`config.mk`:
```
export PLATFORM = sky130hd
export DESIGN_NAME = dispatch_issue_ctrl
export DESIGN_NICKNAME = d
export VERILOG_FILES = /design/src/rtl/dp_issue_pkg.sv /design/src/rtl/dp_hazard_gate.sv /design/src/rtl/dp_unit_decode.sv /design/src/rtl/dp_issue_chain.sv /design/src/rtl/dispatch_issue_ctrl.sv
export SDC_FILE = /design/constraint.sdc
export NUM_CORES = 1
export LEC_CHECK = 0
export BUFFER_PORTS_ARGS = -buffer_cell sky130_fd_sc_hd__buf_2
export CORE_AREA = 2 2 39 41
export DETAILED_ROUTE_END_ITERATION = 10
export DIE_AREA = 0 0 41 43
export GPL_ROUTABILITY_DRIVEN = 0
export PLACE_DENSITY = 0.75
export SLEW_MARGIN = 20
export SYNTH_ARGS = -nofsm -noshare
export SYNTH_HDL_FRONTEND = slang
export SYNTH_HIERARCHICAL = 1
export SYNTH_SLANG_ARGS = --single-unit
```
`constraint.sdc`:
```
create_clock -name vclk -period 3.25
set_clock_uncertainty 0.15 [all_clocks]
set_input_delay 0.1625 -clock vclk [all_inputs]
set_output_delay 0.1625 -clock vclk [all_outputs]
set_load 0.01 [all_outputs]
```
`src/rtl/dp_issue_pkg.sv`:
```
// dp_issue_pkg: shared constants and the execution-unit code for the
// dispatch controller. Assumes unit codes at or above NUM_UNITS are illegal.
package dp_issue_pkg;
    localparam int NUM_UNITS = 5;
    localparam int UNIT_W    = 3;

    typedef enum logic [UNIT_W-1:0] {
        UNIT_ALU  = 3'd0,
        UNIT_PERM = 3'd1,
        UNIT_MUL  = 3'd2,
        UNIT_DIV  = 3'd3,
        UNIT_LSU  = 3'd4
    } unit_e;
endpackage

```
`src/rtl/dp_hazard_gate.sv`:
```
// dp_hazard_gate: folds the hazard flags of one slot into an eligibility bit.
// Assumes the caller ties the group-level flags low for the oldest slot.
module dp_hazard_gate (
    input  logic slot_valid,
    input  logic rob_wait,
    input  logic dep_prev,
    input  logic src_limit,
    output logic eligible
);
    // A slot is eligible when it is offered and none of its hazards apply.
    always_comb begin
        eligible = slot_valid & ~rob_wait & ~dep_prev & ~src_limit;
    end
endmodule

```
`src/rtl/dp_unit_decode.sv`:
```
// dp_unit_decode: turns a unit code into a one-hot station select and picks
// that station's ready. An illegal code gives an all-zero select and no ready.
module dp_unit_decode
    import dp_issue_pkg::*;
(
    input  logic [UNIT_W-1:0]    unit_code,
    input  logic [NUM_UNITS-1:0] ready_in,
    output logic [NUM_UNITS-1:0] sel_onehot,
    output logic                 sel_ready
);
    genvar u;
    generate
        for (u = 0; u < NUM_UNITS; u++) begin : g_unit
            // Compare against each legal code.
            always_comb sel_onehot[u] = (unit_code == UNIT_W'(u));
        end
    endgenerate

    // The ready of the chosen station, zero when no station is chosen.
    always_comb sel_ready = |(sel_onehot & ready_in);
endmodule

```
`src/rtl/dp_issue_chain.sv`:
```
// dp_issue_chain: in-order issue decision. A slot is taken when it is
// eligible, its station and the reorder buffer accept it, and every older
// slot is taken in the same cycle.
module dp_issue_chain #(
    parameter int SLOTS = 2
) (
    input  logic [SLOTS-1:0] eligible,
    input  logic [SLOTS-1:0] stn_ok,
    input  logic [SLOTS-1:0] rob_ok,
    output logic [SLOTS-1:0] take
);
    genvar k;
    generate
        for (k = 0; k < SLOTS; k++) begin : g_slot
            if (k == 0) begin : g_head
                // The oldest slot depends only on its own agreement.
                always_comb take[k] = eligible[k] & stn_ok[k] & rob_ok[k];
            end else begin : g_tail
                // Younger slots also need their predecessor taken.
                always_comb take[k] = eligible[k] & stn_ok[k] & rob_ok[k] & take[k-1];
            end
        end
    endgenerate
endmodule

```
`src/rtl/dispatch_issue_ctrl.sv`:
```
// dispatch_issue_ctrl: decides each cycle which of the SLOTS oldest
// micro-ops leave the queue. Each micro-op that leaves raises valid to exactly
// one reservation station and to the reorder buffer, and gets a tag.
// Assumes consumers take a transfer when valid is high, because valid is
// already qualified by every ready involved.
module dispatch_issue_ctrl
    import dp_issue_pkg::*;
#(
    parameter int SLOTS = 2,
    parameter int TAG_W = 4
) (
    input  logic [SLOTS-1:0]                  slot_valid,
    input  logic [SLOTS-1:0][UNIT_W-1:0]      slot_unit,
    input  logic [SLOTS-1:0]                  slot_rob_wait,
    input  logic [SLOTS-2:0]                  slot_dep_prev,
    input  logic                              src_limit_hit,
    input  logic [NUM_UNITS-1:0][SLOTS-1:0]   stn_ready,
    input  logic [SLOTS-1:0]                  rob_ready,
    input  logic [TAG_W-1:0]                  rob_free_idx,
    output logic [SLOTS-1:0]                  slot_take,
    output logic [NUM_UNITS-1:0][SLOTS-1:0]   stn_valid,
    output logic [SLOTS-1:0]                  rob_valid,
    output logic [SLOTS-1:0][TAG_W-1:0]       rob_tag
);
    logic [SLOTS-1:0]                 eligible;
    logic [SLOTS-1:0]                 stn_ok;
    logic [SLOTS-1:0][NUM_UNITS-1:0]  ready_by_slot;
    logic [SLOTS-1:0][NUM_UNITS-1:0]  onehot;
    logic [SLOTS-1:0]                 dep_in;
    logic [SLOTS-1:0]                 lim_in;

    genvar s, u;
    generate
        for (s = 0; s < SLOTS; s++) begin : g_slot
            if (s == 0) begin : g_old
                // The oldest slot has no group-level hazards.
                always_comb begin
                    dep_in[s] = 1'b0;
                    lim_in[s] = 1'b0;
                end
            end else begin : g_young
                // Younger slots see the pair dependency and the read-port limit.
                always_comb begin
                    dep_in[s] = slot_dep_prev[s-1];
                    lim_in[s] = src_limit_hit;
                end
            end

            for (u = 0; u < NUM_UNITS; u++) begin : g_col
                // Regroup station readies per slot.
                always_comb ready_by_slot[s][u] = stn_ready[u][s];
                // Route the take to the selected station only.
                always_comb stn_valid[u][s] = onehot[s][u] & slot_take[s];
            end

            dp_hazard_gate u_gate (
                .slot_valid (slot_valid[s]),
                .rob_wait   (slot_rob_wait[s]),
                .dep_prev   (dep_in[s]),
                .src_limit  (lim_in[s]),
                .eligible   (eligible[s])
            );

            dp_unit_decode u_dec (
                .unit_code  (slot_unit[s]),
                .ready_in   (ready_by_slot[s]),
                .sel_onehot (onehot[s]),
                .sel_ready  (stn_ok[s])
            );

            // Tag is the next free index offset by slot position.
            always_comb rob_tag[s] = rob_free_idx + TAG_W'(s);
        end
    endgenerate

    dp_issue_chain #(.SLOTS(SLOTS)) u_chain (
        .eligible (eligible),
        .stn_ok   (stn_ok),
        .rob_ok   (rob_ready),
        .take     (slot_take)
    );

    // The reorder buffer sees the same transfer as the queue.
    always_comb rob_valid = slot_take;
endmodule

```
==> results.json <==
{
  "yosys-top-cells-area": "and2_1 19%, buf_4 12%, nand3b_1 7.8%, nor3b_1 7.8%, nor4b_2 7.8%",
  "powerDensity_mw_per_mm2": 85.6,
  "postCtsHoldBufs": 0,
  "hpwl_um": 904,
  "ys_seq_area_share_pct": 0,
  "finalHoldViolCount": 0,
  "place_area_um2": 614,
  "drive_gt1_share_pct": 57.7,
  "fp.dieW_um": 41,
  "synthAdderAreaFrac_pct": 3.25,
  "synthTopCellsByCount": "12 x and2_1, 6 x buf_4, 4 x nand3b_1, 4 x nor3b_1",
  "die_height_um": 43,
  "p_leak_nw": 0.361,
  "netlist_area_um2": 385,
  "use_met1_pct": 14.6,
  "design.seq.count": 0,
  "internal_power_w": 0.0000277,
  "core_mm2": 0.00138,
  "hold_ws_ns": 0.389,
  "drt-pass1-iter-count": 3,
  "synthDistinctLibCells": 21,
  "synth.avg_cell_area_um2": 7.41,
  "synth_most_common_cell": "and2_1",
  "netlist.area_leader.share_pct": 19.5,
  "tns_ns": 0,
  "use_met2_pct": 19.1,
  "wire_per_inst_um": 8.94,
  "cap_violations": 0,
  "viasPerCell": 4.61,
  "vias": 521,
  "crit_path_end_kind": "output port",
  "clkbuf_count": 0,
  "grt_setup_unrepaired": "false",
  "slew_viol_final": 0,
  "min_period_ns": 1.82,
  "nets": 128,
  "antennaDiodeCount": 0,
  "postLayoutCellArea_um2": 614,
  "yosys-mux-area-fraction_pct": 0,
  "postCtsSetupBuffers": 0,
  "overflow": 0,
  "p_sw_share_pct": 47.3,
  "share_comb_of_total_power_pct": 100.0,
  "synth_compound_area_share_pct": 13.0,
  "holdCritPathClass": "in -> out",
  "synthSimpleGateAreaFrac_pct": 65.6,
  "status": "finished clean",
  "crit_fanout": 8,
  "fin_crit_sh_pct": 55.9,
  "p_sw_w": 0.0000249,
  "synth_top_family_by_area": "simple AND/OR/NAND/NOR gates",
  "ios": 50,
  "synth_top_area_cell": "and2_1",
  "critPathArrivalTime_ns": 1.50,
  "use_met3_pct": 1.57,
  "antenna_left": 0,
  "pwr-share-seq_pct": 0,
  "hold_path_depth": 2,
  "setup_viol": 0,
  "grt_antenna_before_repair": 0,
  "worstSetupStartpointType": "primary input",
  "rows": 14,
  "regArea_um2": 0,
  "grt_usage_pct": 11.0,
  "pwr-share-clk_pct": 0,
  "grt.busiest_layer": "met2",
  "grt_pass1_vias": 390,
  "cts_resized": 0,
  "start_util_pct": 27.8,
  "synth_xor_area_share_pct": 4.55,
  "yosys_warnings": 6,
  "required_ns": 2.94,
  "grt_pass1_wl_mm": 1.48,
  "drc": 0,
  "syn-instance-count": 52,
  "nFillCells": 137,
  "multiInputGateArea_um2": 340,
  "worstSetupPathType": "in -> out",
  "max_freq_mhz": 550,
  "drt_iter0_drc": 4,
  "grt_max_degree": 9,
  "die_area_mm2": 0.00176,
  "io_buffers": 50,
  "syn2layout_area_growth_pct": 59.4,
  "vdd_ir_drop_max_mv": 0.0352,
  "drt_wl_total_mm": 1.01
}
## kinds of logic after synthesis
| family | after synthesis |
|---|---|
| other cells | 1 |
| simple gates | 35 |
| buf+inv | 7 |
| xor+xnor | 2 |
| fa+ha+maj | 1 |
| compound gates | 6 |
## worst paths after layout
check	start	end	slack, ns
setup / recovery	slot_unit[0]	stn_valid[1]	1.43
hold / removal	rob_free_idx[3]	rob_tag[3]	0.39
## through the flow
stage	util [%]	setup WS, ns	power (W)	std cells
3_3_place_gp	44.4	1.46	0.0000522	113
3_5_place_dp	44.4	1.40	0.0000532	113
4_1_cts	44.4	1.39	0.0000532	113
2_1_floorplan	-	1.67	0.0000252	53
6_report	44.4	1.43	0.0000526	113
5_1_grt	44.4	1.30	0.0000594	113
## metal layers
metal	vias up	routed length, µm
li1	270	-
met2	36	448
met3	0	132
met5	-	0
met1	215	429
met4	0	0
## cells in the final DEF, fill, tap and decap left out
cell type  netlist  routed
xnor2_1          1       1
and3_1           2       2
and3_4           1       1
nand3b_1         4       4
nor2_1           2       2
nand3_2          1       1
buf_2            0      50
a21oi_1          2       2
ha_1             1       1
a21o_1           2       2
and4_1           1       1
conb_1           1       2
inv_1            1       1
nor3_1           2       2
o211ai_2         2       2
nor4b_2          2       2
and2_1          12      12
and3b_1          2       2
nand3_1          2       2
xor2_1           1       1
nor3b_1          4       4
## critical path, stage by stage
cell and delay (ns):
buf_2 0.14, nor2_1 0.16, a21oi_1 0.10, o211ai_2 0.14
and3_4 0.23, and4_1 0.29, and2_1 0.16, buf_2 0.12
## power groups by stage
stage	Sequential (W)	Combinational, W	Clock (W)
final	0	0.0000526	0
after global routing	0	0.0000594	0
after CTS	0	0.0000532	0
after detailed placement	0	0.0000532	0
after global placement	0	0.0000522	0
after floorplan	0	0.0000252	0
## final cells by class
cell class                 count  share of cell area (%)
timing repair buffer          50                    40.7
multi-input combinational     46                    55.4
inverter                       1                   0.611
tap                           16                    3.26
(Power assumes the default switching activity.)
